## src/rtl/bcd_rtc_pkg.sv

```systemverilog
package bcd_rtc_pkg;

    typedef struct packed {
        logic [7:0] hr;
        logic [7:0] mn;
        logic [7:0] sc;
    } rtc_tod_t;

    typedef struct packed {
        logic [7:0] yr;
        logic [7:0] mo;
        logic [7:0] dy;
        logic [3:0] pad;
        logic [3:0] wd;
    } rtc_date_t;

    localparam int REG_RUN       = 0;
    localparam int REG_HOLD      = 1;
    localparam int REG_TOD       = 2;
    localparam int REG_DATE      = 3;
    localparam int REG_SNAP_TOD  = 4;
    localparam int REG_SNAP_DATE = 5;
    localparam int REG_LIVE_SEC  = 6;

    localparam rtc_tod_t  TOD_RESET  = '0;
    localparam rtc_date_t DATE_RESET = '{yr: 8'h00, mo: 8'h01, dy: 8'h01, pad: 4'h0, wd: 4'h0};

    function automatic logic [7:0] bcd_step(input logic [7:0] v);
        if (v[3:0] == 4'd9) return {v[7:4] + 4'd1, 4'd0};
        return {v[7:4], v[3:0] + 4'd1};
    endfunction

    // year (tens*10+ones) divisible by 4 <=> (2*tens+ones) divisible by 4
    function automatic logic leap_year(input logic [7:0] y);
        logic [4:0] s;
        s = {y[7:4], 1'b0} + {1'b0, y[3:0]};
        return s[1:0] == 2'b00;
    endfunction

    function automatic logic [7:0] month_end(input logic [7:0] mo, input logic [7:0] yr);
        case (mo)
            8'h02:                      return leap_year(yr) ? 8'h29 : 8'h28;
            8'h04, 8'h06, 8'h09, 8'h11: return 8'h30;
            default:                    return 8'h31;
        endcase
    endfunction

endpackage

```

## src/rtl/bcd_rtc_prescale.sv

```systemverilog
module bcd_rtc_prescale #(
    parameter int TICKS_PER_SEC = 32768
) (
    input  logic clk,
    input  logic rst_n,
    input  logic tick_i,
    input  logic run_i,
    input  logic clr_i,
    output logic sec_pulse_o
);
    localparam int PRE_W = (TICKS_PER_SEC > 1) ? $clog2(TICKS_PER_SEC) : 1;
    localparam logic [PRE_W-1:0] PRE_LAST = PRE_W'(TICKS_PER_SEC - 1);

    logic [PRE_W-1:0] cnt_d, cnt_q;
    logic             wrap;

    assign wrap        = run_i && tick_i && (cnt_q == PRE_LAST);
    assign sec_pulse_o = wrap;

    always_comb begin
        cnt_d = cnt_q;
        if (clr_i)                cnt_d = '0;
        else if (run_i && tick_i) cnt_d = wrap ? '0 : cnt_q + 1'b1;
    end

    always_ff @(posedge clk or negedge rst_n) begin
        if (!rst_n) cnt_q <= '0;
        else        cnt_q <= cnt_d;
    end

    // the divider is frozen whenever counting is not allowed
    a_r3_divider_frozen: assert property (@(posedge clk) disable iff (!rst_n)
        (!run_i && !clr_i) |=> $stable(cnt_q));

    // a load restarts the sub-second phase
    a_r6_divider_cleared: assert property (@(posedge clk) disable iff (!rst_n)
        clr_i |=> (cnt_q == '0));
endmodule

```

## src/rtl/bcd_rtc_hold.sv

```systemverilog
module bcd_rtc_hold (
    input  logic clk,
    input  logic rst_n,
    input  logic tick_i,
    input  logic wr_i,
    input  logic req_i,
    output logic req_o,
    output logic stopped_o
);
    typedef struct packed {
        logic req;
        logic stopped;
        logic seen;
    } hold_st_t;

    hold_st_t st_d, st_q;

    always_comb begin
        st_d = st_q;
        if (wr_i) begin
            st_d.req = req_i;
            if (!req_i) begin
                st_d.stopped = 1'b0;
                st_d.seen    = 1'b0;
            end
        end else if (st_q.req && !st_q.stopped && tick_i) begin
            if (st_q.seen) st_d.stopped = 1'b1;
            else           st_d.seen    = 1'b1;
        end
    end

    always_ff @(posedge clk or negedge rst_n) begin
        if (!rst_n) st_q <= '0;
        else        st_q <= st_d;
    end

    assign req_o     = st_q.req;
    assign stopped_o = st_q.stopped;

    // stopped is only ever reported under a pending request
    a_r4_stopped_needs_req: assert property (@(posedge clk) disable iff (!rst_n)
        stopped_o |-> req_o);

    // the stopped flag rises only on a slow tick
    a_r4_stopped_on_tick: assert property (@(posedge clk) disable iff (!rst_n)
        $rose(stopped_o) |-> $past(tick_i));

    // a release write clears both bits
    a_r6_release_clears: assert property (@(posedge clk) disable iff (!rst_n)
        (wr_i && !req_i) |=> (!req_o && !stopped_o));
endmodule

```

## src/rtl/bcd_rtc_calendar.sv

```systemverilog
module bcd_rtc_calendar
    import bcd_rtc_pkg::*;
(
    input  logic        clk,
    input  logic        rst_n,
    input  logic        sec_pulse_i,
    input  logic        ld_tod_i,
    input  logic        ld_date_i,
    input  logic [31:0] wdata_i,
    output rtc_tod_t    tod_o,
    output rtc_date_t   date_o
);
    typedef struct packed {
        rtc_tod_t  tod;
        rtc_date_t date;
    } cal_st_t;

    cal_st_t st_d, st_q;

    always_comb begin
        st_d = st_q;
        if (sec_pulse_i) begin
            if (st_q.tod.sc != 8'h59) begin
                st_d.tod.sc = bcd_step(st_q.tod.sc);
            end else begin
                st_d.tod.sc = 8'h00;
                if (st_q.tod.mn != 8'h59) begin
                    st_d.tod.mn = bcd_step(st_q.tod.mn);
                end else begin
                    st_d.tod.mn = 8'h00;
                    if (st_q.tod.hr != 8'h23) begin
                        st_d.tod.hr = bcd_step(st_q.tod.hr);
                    end else begin
                        st_d.tod.hr  = 8'h00;
                        st_d.date.wd = (st_q.date.wd >= 4'd6) ? 4'd0 : st_q.date.wd + 4'd1;
                        if (st_q.date.dy != month_end(st_q.date.mo, st_q.date.yr)) begin
                            st_d.date.dy = bcd_step(st_q.date.dy);
                        end else begin
                            st_d.date.dy = 8'h01;
                            if (st_q.date.mo != 8'h12) begin
                                st_d.date.mo = bcd_step(st_q.date.mo);
                            end else begin
                                st_d.date.mo = 8'h01;
                                st_d.date.yr = (st_q.date.yr == 8'h99) ? 8'h00 : bcd_step(st_q.date.yr);
                            end
                        end
                    end
                end
            end
        end
        if (ld_tod_i)  st_d.tod  = wdata_i[23:0];
        if (ld_date_i) st_d.date = {wdata_i[31:8], 4'h0, wdata_i[3:0]};
    end

    always_ff @(posedge clk or negedge rst_n) begin
        if (!rst_n) st_q <= '{tod: TOD_RESET, date: DATE_RESET};
        else        st_q <= st_d;
    end

    assign tod_o  = st_q.tod;
    assign date_o = st_q.date;

    // nothing moves without a second step or a load
    a_r5_counters_quiet: assert property (@(posedge clk) disable iff (!rst_n)
        (!sec_pulse_i && !ld_tod_i && !ld_date_i) |=> ($stable(tod_o) && $stable(date_o)));

    // seconds wrap carries into minutes
    a_r7_sec_wrap: assert property (@(posedge clk) disable iff (!rst_n)
        (sec_pulse_i && !ld_tod_i && tod_o.sc == 8'h59) |=> (tod_o.sc == 8'h00 && !$stable(tod_o.mn)));

    // last second of the century wraps the year
    a_r9_year_wrap: assert property (@(posedge clk) disable iff (!rst_n)
        (sec_pulse_i && !ld_tod_i && !ld_date_i && tod_o == 24'h235959 &&
         date_o.mo == 8'h12 && date_o.dy == 8'h31 && date_o.yr == 8'h99)
        |=> (date_o.yr == 8'h00 && date_o.mo == 8'h01 && date_o.dy == 8'h01));
endmodule

```

## src/rtl/bcd_rtc_core.sv

```systemverilog
module bcd_rtc_core
    import bcd_rtc_pkg::*;
#(
    parameter int TICKS_PER_SEC = 32768,
    parameter int ADDR_W        = 3
) (
    input  logic              clk,
    input  logic              rst_n,
    input  logic              tick_i,
    input  logic              bus_wr_i,
    input  logic              bus_rd_i,
    input  logic [ADDR_W-1:0] bus_addr_i,
    input  logic [31:0]       bus_wdata_i,
    output logic [31:0]       bus_rdata_o
);
    localparam int EN_BIT  = 7;
    localparam int M24_BIT = 5;

    typedef struct packed {
        logic        en;
        logic        m24;
        rtc_tod_t    snap_tod;
        rtc_date_t   snap_date;
        logic        upd;
        logic [31:0] rdata;
    } core_st_t;

    core_st_t  st_d, st_q;
    logic      hold_req, hold_stopped, held, run;
    logic      wr_run, wr_hold, ld_tod, ld_date, sec_pulse;
    rtc_tod_t  tod;
    rtc_date_t date;
    logic [31:0] rd_mux;

    assign held    = hold_req || hold_stopped;
    assign run     = st_q.en && !held;
    assign wr_run  = bus_wr_i && (bus_addr_i == ADDR_W'(REG_RUN));
    assign wr_hold = bus_wr_i && (bus_addr_i == ADDR_W'(REG_HOLD));
    assign ld_tod  = bus_wr_i && held && (bus_addr_i == ADDR_W'(REG_TOD));
    assign ld_date = bus_wr_i && held && (bus_addr_i == ADDR_W'(REG_DATE));

    bcd_rtc_prescale #(.TICKS_PER_SEC(TICKS_PER_SEC)) u_prescale (
        .clk(clk), .rst_n(rst_n), .tick_i(tick_i), .run_i(run),
        .clr_i(ld_tod), .sec_pulse_o(sec_pulse)
    );

    bcd_rtc_hold u_hold (
        .clk(clk), .rst_n(rst_n), .tick_i(tick_i), .wr_i(wr_hold),
        .req_i(bus_wdata_i[0]), .req_o(hold_req), .stopped_o(hold_stopped)
    );

    bcd_rtc_calendar u_calendar (
        .clk(clk), .rst_n(rst_n), .sec_pulse_i(sec_pulse), .ld_tod_i(ld_tod),
        .ld_date_i(ld_date), .wdata_i(bus_wdata_i), .tod_o(tod), .date_o(date)
    );

    always_comb begin
        rd_mux = '0;
        case (bus_addr_i)
            ADDR_W'(REG_RUN): begin
                rd_mux[EN_BIT]  = st_q.en;
                rd_mux[M24_BIT] = st_q.m24;
            end
            ADDR_W'(REG_HOLD):      rd_mux[1:0] = {hold_stopped, hold_req};
            ADDR_W'(REG_TOD):       rd_mux = {8'h00, tod};
            ADDR_W'(REG_DATE):      rd_mux = date;
            ADDR_W'(REG_SNAP_TOD):  rd_mux = {8'h00, st_q.snap_tod};
            ADDR_W'(REG_SNAP_DATE): rd_mux = st_q.snap_date;
            ADDR_W'(REG_LIVE_SEC):  rd_mux[7:0] = tod.sc;
            default:                rd_mux = '0;
        endcase
    end

    always_comb begin
        st_d     = st_q;
        st_d.upd = sec_pulse || ld_tod || ld_date;
        if (wr_run) begin
            st_d.en  = bus_wdata_i[EN_BIT];
            st_d.m24 = bus_wdata_i[M24_BIT];
        end
        if (st_q.upd) begin
            st_d.snap_tod  = tod;
            st_d.snap_date = date;
        end
        if (bus_rd_i) st_d.rdata = rd_mux;
    end

    always_ff @(posedge clk or negedge rst_n) begin
        if (!rst_n) st_q <= '{en: 1'b0, m24: 1'b0, snap_tod: TOD_RESET,
                              snap_date: DATE_RESET, upd: 1'b0, rdata: 32'h0};
        else        st_q <= st_d;
    end

    assign bus_rdata_o = st_q.rdata;

    // no second step while the enable bit is clear
    a_r3_no_step_disabled: assert property (@(posedge clk) disable iff (!rst_n)
        !st_q.en |-> !sec_pulse);

    // no second step while held
    a_r4_no_step_held: assert property (@(posedge clk) disable iff (!rst_n)
        held |-> !sec_pulse);

    // snapshot tracks the live counters after an update
    a_r10_snap_follows: assert property (@(posedge clk) disable iff (!rst_n)
        (st_q.upd && !sec_pulse && !ld_tod && !ld_date) |=>
        (st_q.snap_tod == tod && st_q.snap_date == date));

    // read data holds between read strobes
    a_r11_rdata_hold: assert property (@(posedge clk) disable iff (!rst_n)
        !bus_rd_i |=> $stable(bus_rdata_o));
endmodule

```

## config.mk

```make
export PLATFORM = sky130hd
export DESIGN_NAME = bcd_rtc_core
export DESIGN_NICKNAME = d
export VERILOG_FILES = /design/src/rtl/bcd_rtc_pkg.sv /design/src/rtl/bcd_rtc_prescale.sv /design/src/rtl/bcd_rtc_hold.sv /design/src/rtl/bcd_rtc_calendar.sv /design/src/rtl/bcd_rtc_core.sv
export SDC_FILE = /design/constraint.sdc
export NUM_CORES = 1
export LEC_CHECK = 0
export ABC_CLOCK_PERIOD_IN_PS = 6510
export BUFFER_PORTS_ARGS = -buffer_cell sky130_fd_sc_hd__buf_2
export CAP_MARGIN = 5
export CORE_ASPECT_RATIO = 1.4
export CORE_MARGIN = 3
export CORE_UTILIZATION = 50
export DETAILED_ROUTE_END_ITERATION = 16
export PLACE_DENSITY = 0.73
export SYNTH_ARGS = -nofsm -noshare
export SYNTH_HDL_FRONTEND = slang
export SYNTH_SLANG_ARGS = --single-unit
```

## constraint.sdc

```tcl
create_clock -name clk -period 6.51 [get_ports clk]
set_clock_uncertainty 0.1 [all_clocks]
set_input_delay 1.302 -clock clk [delete_from_list [all_inputs] [get_ports clk]]
set_output_delay 1.302 -clock clk [all_outputs]
set_load 0.01 [all_outputs]
```

* Yosys cells after proc, flatten, opt, wreduce, memory -nomap -nowiden
Index checks and enable logic that the tools add are counted.
Operators by class: multiplexer cells 84, reduce and logical (&&, ||, !) cells 38, divide/modulo/power cells 0, equal/unequal tests 37, multiply operators 0, magnitude comparators 1, add/subtract/negate cells 15, bitwise operators 0, shift-type cells 0
Operators by type and width (count):
- two-way mux 8 bit | 24
- two-way mux 24 bit | 4
- case mux 24 bit (4 select lines) | 1
- adder 4 x 1 -> 4 bit, second input constant | 13
- two-way mux 48 bit | 1
- two-way mux 15 bit | 3
- two-way mux 1 bit | 34
- two-way mux 16 bit | 2
- two-way mux 32 bit | 1
- equality test 4 bit, second input constant | 6
- two-way mux 4 bit | 5
- equality test 8 x 3 -> 1 bit, second input constant | 2
- inequality test 2 bit, second input constant | 8
- inequality test 8 x 7 -> 1 bit, second input constant | 2
- case mux 8 bit (2 select lines) | 1
- adder 15 x 1 -> 15 bit, second input constant | 1
- equality test 15 bit, second input constant | 1
- inequality test 3 bit, second input constant | 5
- case mux 3 bit (4 select lines) | 1
- AND reduction 6 bit | 2
- logical AND 1 bit | 10
- case mux 2 bit (5 select lines) | 1
- AND reduction 5 bit | 2
- nonzero test 2 bit | 5
- 26 further kinds | 40
Word-level totals: memories 0, input port bits 40, bits in registers 157, output and inout port bits 32, bits in latches 0, bits in writable memories 0, memory bits (read-only) 0

* Logic depth before layout (Yosys ltp)
Gate-level depths: netlist of the first run.
depth in word-level cells 23, gate-level depth with buffers 10

* Modules after synthesis
From an unflattened synthesis of the first run, not the netlist that was laid out.
Second synthesis, totals: cell total of the unflattened synthesis 880, area total of the unflattened synthesis 9092.5 um2
By module, submodules not included:
- bcd_rtc_core | cells an instance 366, seq. area each 2279.7 um2, times used 1, area an instance 4598.2 um2
- bcd_rtc_calendar | cells an instance 420, seq. area each 1303.8 um2, times used 1, area an instance 3585.9 um2
- bcd_rtc_prescale | cells an instance 84, seq. area each 375.4 um2, times used 1, area an instance 779.5 um2
- bcd_rtc_hold | cells an instance 10, seq. area each 75.1 um2, times used 1, area an instance 128.9 um2

* Worst setup path after synthesis of the first run
Ideal clock, no wire load.
path kind in2reg, from input tick_i, to register u_calendar.st_q (netlist bit u_calendar.date_o[31]), stages 8, library setup time 0.127 ns, required time 6.283 ns, slack 3.061 ns, data arrival time 3.223 ns, cells stage by stage nand4bb_2 -> nor4_4 -> nand4_4 -> or4_1 -> buf_2 -> nor3_4 -> a21boi_1 -> o21ai_1
On the way: longest elaborated chain between the ends 4
Ends and longest elaborated chain:
- start, declared | line bcd_rtc_core.sv:9 | input logic tick_i,
- logical AND 1 bit (2 in a row) | line bcd_rtc_prescale.sv:17 | assign wrap = run_i && tick_i && (cnt_q == PRE_LAST);
- nonzero test 2 bit (no source line)
- AND reduction 7 bit (no source line)
- end signal, assigned | line bcd_rtc_calendar.sv:56 | if (!rst_n) st_q <= '{tod: TOD_RESET, date: DATE_RESET};
- end signal, assigned | line bcd_rtc_calendar.sv:57 | else st_q <= st_d;
- end, declared | line bcd_rtc_calendar.sv:18 | cal_st_t st_d, st_q;
No other way between the ends. A chain may end at the register's enable or synchronous reset.

* Worst setup path after layout of the first run
Same ends and word-level chain as after synthesis.

==> flow_summary.ini, run 1 <==
[outcome]
outcome = finished, final reports clean

[power_and_ir_drop]
p_switching_w = 0.00108
seq_power_share = 0.485
power_leakage_nw = 4.12
powerDensity_nw_per_um2 = 351
p_sw_frac = 0.330
p_clk_frac = 0.309
ir_worst_vdd_mv = 0.186
p_total_w = 0.00329
p_comb_frac = 0.205
power.internal_w = 0.00220

[detailed_routing]
post-route-drc-count = 0
drtIter0Drc = 467
vias = 6569
ant_nets = 0
route.detailed.wl_per_inst_um = 18.7
finalWirelength_um = 20400
viasPerCell = 6.03
drt_first_pass_iters = 4

[flow_run]
cap_viol_max_count = 0

[synth]
synth.net_count = 922
async_reset_ff_frac = 1.00
syn_inst = 857
synth_cell_types = 65
yosysTopAreaCell = dfrtp_1
synthFlopType = dfrtp_1
synth.area.top_cells = dfrtp_1, mux2_2, ha_1, o21ai_0, nor2_1
yosys_warnings = 0
ys_seq_elements = 157
synthesis.area_um2 = 8480
synth_edf_count = 0
synth_top_cell_area_share = 0.451
avgSynthCellArea_um2 = 9.90
yosysSeqAreaShare = 0.464

[placement]
dp_cells = 1058
place_ws_ns = 2.52
numPortBuffers = 71
place_hpwl_um = 14300
routabilityCongestion = 0.830

[timing]
setup_violations = 0
period_needed_ns = 3.56
max-slew-margin-rel = 0.295
worst_slack_ns = 2.95
rsz0062_at_grt = false
max_slew.worst_pin.slew_ns = 1.06
slew_viol_final = 0
fin_crit_sh = 0.547
final-hold-violation-count = 0
maxClockFrequency_mhz = 281
setup_tns_ns = 0

[global_routing]
use_met1 = 0.264
grt_usage = 0.227
grt.overflow.total = 0
antenna_found_initial = 0
grt_util_met2 = 0.400
use_met3 = 0.0334
first_global_vias = 6487
top_usage_layer = met2
grt_pass1_wl_um = 33100
grt_start_max_net_pins = 112

[clocking]
cts_tree = done
cts-root-buf = clkbuf_16
clockBufferDepth = 2
cts.sinks = 157
cts.clk_slew.worst_paths_ns = 0.06
cts_buffers = 17
insertion_delay_ns = 0.43
cts-resized-gates = 0
h-tree-depth = 4
post_cts_buffers = 0
postCtsHoldBufs = 0

[die]
core_um2 = 16400
die_h_um = 160
num_io_pins = 72
die_w_um = 116
dieArea_um2 = 18600
rows = 55
start_util = 0.518

[finish]
n_antenna_cell = 0
layout_common_cells = dfrtp_1, buf_2, nor2_1
area_growth_pct = 10.3
final_common_cell = dfrtp_1
drive_above_1_share = 0.215
nets = 943
utilization = 0.572
fin_cells = 1090

[critical_path]
critical_path.max_stage_delay_ns = 0.79
r2r_cells = 9
cp_slowest_cell = or4_1
worstPathRequired_ns = 6.72
cp.depth = 8
crit_arrival_ns = 3.77
start_kind = primary input
worst-path-buf-inv = 1
setup.worst_path.class = in2reg
end_kind = register
worstPathCellList = buf_2 -> nand4bb_2 -> nor4_4 -> nand4_4 -> or4_1 -> nor3_4 -> a21boi_1 -> o21ai_1
critPathTopFamily = simple AND/OR/NAND/NOR gates
path_max_fanout = 15

[worst_hold_path]
holdPathStages = 2
min_path_type = reg2reg
==> kinds of logic after synthesis <==
group                    count (synthesis)  synth area share
flip-flops                             157             0.464
buffers and inverters                  127            0.0706
adder cells (fa/ha/maj)                 25            0.0369
XOR/XNOR                                12            0.0124
AO/OA/AOI/OAI                          228             0.173
multiplexers                            68            0.0904
AND/OR/NAND/NOR                        240             0.153
==> cell type report <==
type | count | area (um2)
sequential | 157 | 3940
timing repair buffer | 78 | 414
fill | 1438 | 7020
clock buffer | 19 | 453
tap | 199 | 249
clock inverter | 13 | 150
multi-input combinational | 573 | 3970
inverter | 51 | 191
==> synth_stat cells, types with 4 or more instances <==
cell	number
a21o_1	6
nor2b_1	7
nor3b_1	9
nand3b_1	5
o22ai_1	27
nand4_1	5
xor2_1	6
a22o_1	18
ha_1	25
or3_1	7
mux2_2	59
nor2_1	66
o21ai_0	59
nand2b_1	7
o21ai_1	7
dfstp_2	4
nand2_1	53
and2_1	5
clkbuf_1	40
xnor2_1	6
dfrtp_1	153
a31oi_1	8
inv_1	51
mux2i_1	8
a21oi_1	39
and3_1	6
a221oi_1	17
a22oi_1	17
nor3_1	22
o211ai_1	7
buf_4	32
nand3_1	25
and3b_1	4
==> power by group through the flow <==
stage	Combinational, W	Sequential (W)	Clock (W)
after global routing	0.000768	0.00163	0.00108
after detailed placement	0.000677	0.00161	0
after global placement	0.000652	0.00159	0
after floorplan	0.000578	0.00145	0
final	0.000675	0.00159	0.00102
after CTS	0.000682	0.00159	0.00104
==> sequential cells by signal, indices dropped and copies added (netlist names) <==
name	count
bus_rdata_o	32
u_hold.st_q	1
u_hold.stopped_o	1
u_calendar.date_o	28
u_prescale.cnt_q	15
u_hold.req_o	1
u_calendar.tod_o	24
st_q	55
==> worst min-delay path, stage by stage, from the launching register on <==
cell     delay, ns
dfrtp_1       0.34
nor2_1        0.05
nor2_1        0.08
==> per-stage QoR <==
stage	hold WS [ns]	cell area, um2
2_1_floorplan	0.366	8480
3_5_place_dp	0.393	8760
4_1_cts	0.408	9360
6_report	0.404	9360
3_3_place_gp	0.382	8760
5_1_grt	0.414	9360
==> final timing paths <==
path / from / endpoint / slack (ns)
worst max-delay path: tick_i / u_calendar.date_o[31]$_DFFE_PN0P_ / 2.95
worst min-delay path: u_prescale.cnt_q[14]$_DFFE_PN0P_ / u_prescale.cnt_q[14]$_DFFE_PN0P_ / 0.40
worst max register to register: u_calendar.tod_o[20]$_DFFE_PN0P_ / u_calendar.date_o[31]$_DFFE_PN0P_ / 3.15
worst min register to register: u_prescale.cnt_q[14]$_DFFE_PN0P_ / u_prescale.cnt_q[14]$_DFFE_PN0P_ / 0.40
max in group asynchronous: rst_n / st_q[32]$_DFF_PN0_ / 4.20
min in group asynchronous: rst_n / u_calendar.date_o[27]$_DFFE_PN0P_ / 0.89
==> routing by layer <==
metal  wire length, um  part of all wire  vias up
met1              7880              0.39     3246
li1                  -                 -     3115
met3               679             0.033       54
met2             11000              0.54      154
met4               779             0.038        0
met5                 0                 0        -
Note: power is estimated with default switching activity, not from simulation.
==> run 2, diff against run 1 <==
--- a/config.mk
+++ b/config.mk
@@ -5,7 +5,7 @@
 export SDC_FILE = /design/constraint.sdc
 export NUM_CORES = 1
 export LEC_CHECK = 0
-export ABC_CLOCK_PERIOD_IN_PS = 6510
+export ABC_CLOCK_PERIOD_IN_PS = 3650
 export BUFFER_PORTS_ARGS = -buffer_cell sky130_fd_sc_hd__buf_2
 export CAP_MARGIN = 5
 export CORE_ASPECT_RATIO = 1.4
==> constraint.sdc (replaced) <==
create_clock -name clk -period 3.65 [get_ports clk]
set_clock_uncertainty 0.1 [all_clocks]
set_input_delay 0.73 -clock clk [delete_from_list [all_inputs] [get_ports clk]]
set_output_delay 0.73 -clock clk [all_outputs]
set_load 0.01 [all_outputs]
==> run 2 against run 1 <==
Compared with the run above:
- non-clock buffer count rose by 13
- clock power rose by 67%
- worst setup slack got worse by 2.5 ns
- die area did not move
- design area rose by 0.72%
- combinational power rose by 84%
- via count rose by 1.9%
- largest cell class unchanged
- highest routed layer unchanged
==> flow_summary.ini, run 2 (synthesis results as in run 1) <==
[outcome]
outcome = finished, final reports clean

[global_routing]
grt_util_met2 = 0.409
grt_usage = 0.235
antenna_found_initial = 0
use_met1 = 0.273
grt_start_max_net_pins = 84
use_met3 = 0.0413
grt_pass1_wl_um = 34300
grt.overflow.total = 0
first_global_vias = 6754
top_usage_layer = met2

[flow_run]
cap_viol_max_count = 0

[die]
rows = 55
num_io_pins = 72
die_h_um = 160
start_util = 0.518
die_w_um = 116
core_um2 = 16400
dieArea_um2 = 18600

[clocking]
cts_tree = done
cts.sinks = 157
post_cts_buffers = 0
cts-root-buf = clkbuf_16
cts-resized-gates = 0
clockBufferDepth = 2
postCtsHoldBufs = 0
h-tree-depth = 4
insertion_delay_ns = 0.43
cts.clk_slew.worst_paths_ns = 0.06
cts_buffers = 17

[critical_path]
path_max_fanout = 9
reg2reg_slack_ns = 0.49
end_kind = register
start_kind = register
r2r_cells = 9
worstPathRequired_ns = 3.86
crit_arrival_ns = 3.36
setup.worst_path.class = reg2reg
rr_endpoint = u_calendar.date_o[31]$_DFFE_PN0P_
r2r-start = u_calendar.date_o[20]$_DFFE_PN0P_

[finish]
n_antenna_cell = 0
final_common_cell = dfrtp_1
layout_common_cells = dfrtp_1, buf_2, nor2_1
nets = 956
fin_cells = 1103
area_growth_pct = 11.1
largest_reg_flops = 55
drive_above_1_share = 0.223
utilization = 0.576
largest-register = st_q

[timing]
worst_slack_ns = 0.491
setup_tns_ns = 0
setup_violations = 0
maxClockFrequency_mhz = 317
slew_viol_final = 0
rsz0062_at_grt = false
period_needed_ns = 3.16
final-hold-violation-count = 0
fin_crit_sh = 0.865
max-slew-margin-rel = 0.464
max_slew.worst_pin.slew_ns = 0.804

[placement]
numPortBuffers = 71
place_hpwl_um = 14800
routabilityCongestion = 0.854
place_ws_ns = 0.427
dp_cells = 1071

[detailed_routing]
vias = 6691
ant_nets = 0
finalWirelength_um = 20800
route.detailed.wl_per_inst_um = 18.8
drtIter0Drc = 498
post-route-drc-count = 0
drt_first_pass_iters = 5
viasPerCell = 6.07

[power_and_ir_drop]
ir_worst_vdd_mv = 0.328
power_leakage_nw = 4.17
powerDensity_nw_per_um2 = 612
p_total_w = 0.00577

[worst_hold_path]
min_path_type = in2async
-- run 2: cell count changes in the layout (fill, tap and decap cells not counted), sizes merged --
cell / delta
bufinv: -1
buf: +13
inv: -6
clkbuf: +3
clkinv: +4
-- run 2: report_power, final --
part | switching, W | total, W | internal [W]
sequential | 0.000586 | 0.00283 | 0.00224
combinational | 0.000596 | 0.00124 | 0.000641
clock | 0.000708 | 0.00170 | 0.000990
total | 0.00189 | 0.00577 | 0.00388
-- run 2: worst max-delay path by stage --
stage	startpoint	end	slack (ns)	cells after the start
after floorplan	tick_i	u_calendar.date_o[31]$_DFFE_PN0P_	0.77	8
after global placement	tick_i	u_calendar.date_o[31]$_DFFE_PN0P_	0.47	8
after detailed placement	tick_i	u_calendar.date_o[31]$_DFFE_PN0P_	0.43	8
after CTS	u_calendar.date_o[20]$_DFFE_PN0P_	u_calendar.date_o[31]$_DFFE_PN0P_	0.51	9
after global routing	u_calendar.date_o[20]$_DFFE_PN0P_	u_calendar.date_o[31]$_DFFE_PN0P_	0.24	9
final	u_calendar.date_o[20]$_DFFE_PN0P_	u_calendar.date_o[31]$_DFFE_PN0P_	0.49	9
-- run 2: final cells by class --
| cell class | instances | area [um2] |
|---|---|---|
| clock buffers | 22 | 474 |
| clock inverters | 10 | 88.8 |
| fillers | 1438 | 6950 |
| inverters | 51 | 191 |
| multi-input cells | 573 | 3970 |
| flip-flops and latches | 157 | 3940 |
| well taps | 199 | 249 |
| repair buffers | 91 | 524 |
-- run 2: per-layer routing --
layer	wire length [um]	up-vias
met5	0	-
met4	922	0
met3	887	63
met2	11100	194
met1	7820	3299
li1	-	3135
-- run 2: per-stage QoR --
stage	cell area [um2]	hold slack (ns)
2_1_floorplan	8480	0.334
6_report	9430	0.232
4_1_cts	9430	0.279
3_5_place_dp	8860	0.388
3_3_place_gp	8860	0.386
5_1_grt	9430	0.309
-- run 2: critical path, cell delays in order, from the launching register on --
cell and delay (ns):
dfrtp_1 0.46, inv_1 0.11, ha_1 0.15, nor3b_1 0.45, and4b_1 0.28, o211ai_1 0.17
or4_1 0.70, nor3_4 0.34, a21boi_1 0.20, o21ai_1 0.07
==> run 3, diff against run 2 <==
--- a/config.mk
+++ b/config.mk
@@ -5,14 +5,15 @@
 export SDC_FILE = /design/constraint.sdc
 export NUM_CORES = 1
 export LEC_CHECK = 0
-export ABC_CLOCK_PERIOD_IN_PS = 3650
+export ABC_CLOCK_PERIOD_IN_PS = 2790
 export BUFFER_PORTS_ARGS = -buffer_cell sky130_fd_sc_hd__buf_2
 export CAP_MARGIN = 5
 export CORE_ASPECT_RATIO = 1.4
 export CORE_MARGIN = 3
 export CORE_UTILIZATION = 50
 export DETAILED_ROUTE_END_ITERATION = 16
-export PLACE_DENSITY = 0.73
+export PLACE_DENSITY = 0.75
 export SYNTH_ARGS = -nofsm -noshare
 export SYNTH_HDL_FRONTEND = slang
+export SYNTH_HIERARCHICAL = 1
 export SYNTH_SLANG_ARGS = --single-unit
==> constraint.sdc (replaced) <==
create_clock -name clk -period 2.79 [get_ports clk]
set_clock_uncertainty 0.1 [all_clocks]
set_input_delay 0.558 -clock clk [delete_from_list [all_inputs] [get_ports clk]]
set_output_delay 0.558 -clock clk [all_outputs]
set_load 0.01 [all_outputs]
==> run 3 against run 2 <==
Compared with the run above:
- the flow now finishes with violations (negative setup slack)
- synthesized area up 7.2%
- core utilization increased by 2.3 points
- synthesized cell count is 2.7% higher
- design area increased by 12%
- largest cell class unchanged
- highest routed layer unchanged
==> flow_summary.ini, run 3 <==
[power_and_ir_drop]
ir_worst_vdd_mv = 0.461
powerDensity_nw_per_um2 = 823
p_total_w = 0.00867
power_leakage_nw = 4.57

[critical_path]
worstPathRequired_ns = 3.03
r2r-start = u_calendar/date_o[21]$_DFFE_PN0P_
crit_arrival_ns = 3.12
cp_slowest_cell = a2111oi_4
rr_endpoint = u_calendar/date_o[28]$_DFFE_PN0P_
worst-path-buf-inv = 2
setup.worst_path.class = reg2reg
critical_path.max_stage_delay_ns = 0.50
end_kind = register
critPathTopFamily = compound AO/OA/AOI/OAI gates
start_kind = register
reg2reg_slack_ns = -0.09
r2r_cells = 9
worstPathCellList = inv_2 -> ha_4 -> or3b_4 -> o32a_1 -> or3_4 -> a2111oi_4 -> buf_4 -> nand3_2 -> o211ai_1
path_max_fanout = 4

[finish]
n_antenna_cell = 0
layout_common_cells = dfrtp_1, buf_2, mux2_2
fin_area_um2 = 10500
final_common_cell = dfrtp_1
drive_above_1_share = 0.288
nets = 1010
largest_reg_flops = 59
area_growth_pct = 15.9
largest-register = st_q
utilization = 0.598

[timing]
max-slew-margin-rel = 0.537
max_slew.worst_pin.slew_ns = 0.695
holdWs_ns = 0.0110
slew_viol_final = 0
period_needed_ns = 2.88
setup_violations = 8
final-hold-violation-count = 0
maxClockFrequency_mhz = 347
rsz0062_at_grt = true
fin_crit_sh = 1.03
worst_slack_ns = -0.0898
setup_tns_ns = -0.439

[synth]
synth.area.top_cells = dfrtp_1, mux2_2, mux2i_1, buf_4, ha_1
ys_seq_elements = 161
async_reset_ff_frac = 1.00
yosys_warnings = 6
avgSynthCellArea_um2 = 10.3
synth.most_common_cell = dfrtp_1
synthesis.area_um2 = 9090
syn_inst = 880
synthFlopType = dfrtp_1
synth_cell_types = 85
yosysSeqAreaShare = 0.444
synth_edf_count = 0
yosysTopAreaCell = dfrtp_1
synth_top_cell_area_share = 0.432
synth_common_cells = dfrtp_1, mux2_2, nand2_1

[placement]
place_area_um2 = 9670
place_hpwl_um = 15400
routabilityCongestion = 0.928
numPortBuffers = 71

[clocking]
cts_buffers = 17
cts.clk_slew.worst_paths_ns = 0.06
postCtsHoldBufs = 0
clockBufferDepth = 2
h-tree-depth = 4
insertion_delay_ns = 0.43
cts.sinks = 161
cts-root-buf = clkbuf_16
cts_tree = done

[global_routing]
grt_start_max_net_pins = 61
antenna_found_initial = 0
grt_usage = 0.226
grt_pass1_wl_um = 35400
grt.overflow.total = 0
first_global_vias = 7008

[detailed_routing]
route.detailed.wl_per_inst_um = 18.6
ant_nets = 0
finalWirelength_um = 22200
post-route-drc-count = 0
drtIter0Drc = 454
drt_first_pass_iters = 7
viasPerCell = 5.95
vias = 7113

[die]
core_um2 = 17600
die_w_um = 120
dieArea_um2 = 19900
num_io_pins = 72
rows = 57
die_h_um = 166
start_util = 0.516

[flow_run]
cap_viol_max_count = 0

[worst_hold_path]
min_path_type = in2async

[outcome]
outcome = finished with violations
violations = negative setup slack
## run 3: cell types whose count changed in the layout (fill, tap and decap cells not counted), sizes merged, moves of 8 or more
| cell | previous run | this run |
|---|---|---|
| o21ai | 66 | 45 |
| a221oi | 17 | 5 |
| a21oi | 39 | 31 |
| xnor2 | 6 | 14 |
| nor2 | 67 | 52 |
| buf | 91 | 132 |
| inv | 52 | 35 |
| o221ai | 1 | 17 |
| o21a | 1 | 17 |
| mux2i | 8 | 41 |
| a22o | 18 | 0 |
| o22ai | 27 | 10 |
## run 3: per-layer routing
layer / global-route usage / part of all wire / vias up
met5: 0 / 0 / -
met4: 0.0943 / 0.031 / 0
met2: 0.408 / 0.53 / 202
met3: 0.0388 / 0.041 / 52
li1: - / - / 3318
met1: 0.264 / 0.40 / 3541
## run 3: worst max path at each step
stage / startpoint / endpoint / cells after the start
6_report: u_calendar/date_o[21]$_DFFE_PN0P_ / u_calendar/date_o[28]$_DFFE_PN0P_ / 9
5_1_grt: u_calendar/date_o[21]$_DFFE_PN0P_ / u_calendar/date_o[28]$_DFFE_PN0P_ / 10
4_1_cts: u_hold/stopped_o$_DFFE_PN0P_ / u_calendar/date_o[17]$_DFFE_PN0P_ / 10
3_5_place_dp: u_calendar/date_o[21]$_DFFE_PN0P_ / u_calendar/date_o[20]$_DFFE_PN0P_ / 9
3_3_place_gp: u_calendar/date_o[20]$_DFFE_PN0P_ / u_calendar/date_o[30]$_DFFE_PN0P_ / 9
2_1_floorplan: u_hold/stopped_o$_DFFE_PN0P_ / u_calendar/date_o[30]$_DFFE_PN0P_ / 12
## run 3: kinds of logic (layout without fill, tap and decap cells)
logic type	count (synthesis)	in the layout	share of synthesized area
mux	105	105	0.124
xor+xnor	18	18	0.0173
compound gates	215	215	0.172
flops	161	161	0.444
simple gates	236	236	0.134
other cells	1	4	0.000412
buf+inv	121	198	0.0766
fa+ha+maj	23	23	0.0317
## run 3: repair_timing
| action | in CTS | in global routing |
|---|---|---|
| gates cloned | 1 | 1 |
| pin swaps | 0 | 10 |
| setup endpoints to repair | 16 | 19 |
| setup buffers | 0 | 7 |
| resized for setup | 9 | 18 |
## run 3: final cells by class
cell class	count	area (um2)
clock buffers	19	433
clock inverters	13	258
fillers	1470	7070
inverters	34	128
multi-input cells	601	4500
flip-flops and latches	161	4040
well taps	236	295
repair buffers	132	893
## run 3: where the power goes
group / internal [W] / switching (W)
Sequential: 0.00304 / 0.000681
Combinational: 0.00115 / 0.00108
Clock: 0.00177 / 0.000955
Total: 0.00596 / 0.00272
## run 3: through the flow
| step | cells | worst slack [ns] |
|---|---|---|
| 2_1_floorplan | 883 | -0.257 |
| 3_3_place_gp | 1155 | 0.000800 |
| 3_5_place_dp | 1155 | -0.140 |
| 4_1_cts | 1188 | -0.000396 |
| 5_1_grt | 1196 | -0.157 |
| 6_report | 1196 | -0.0898 |
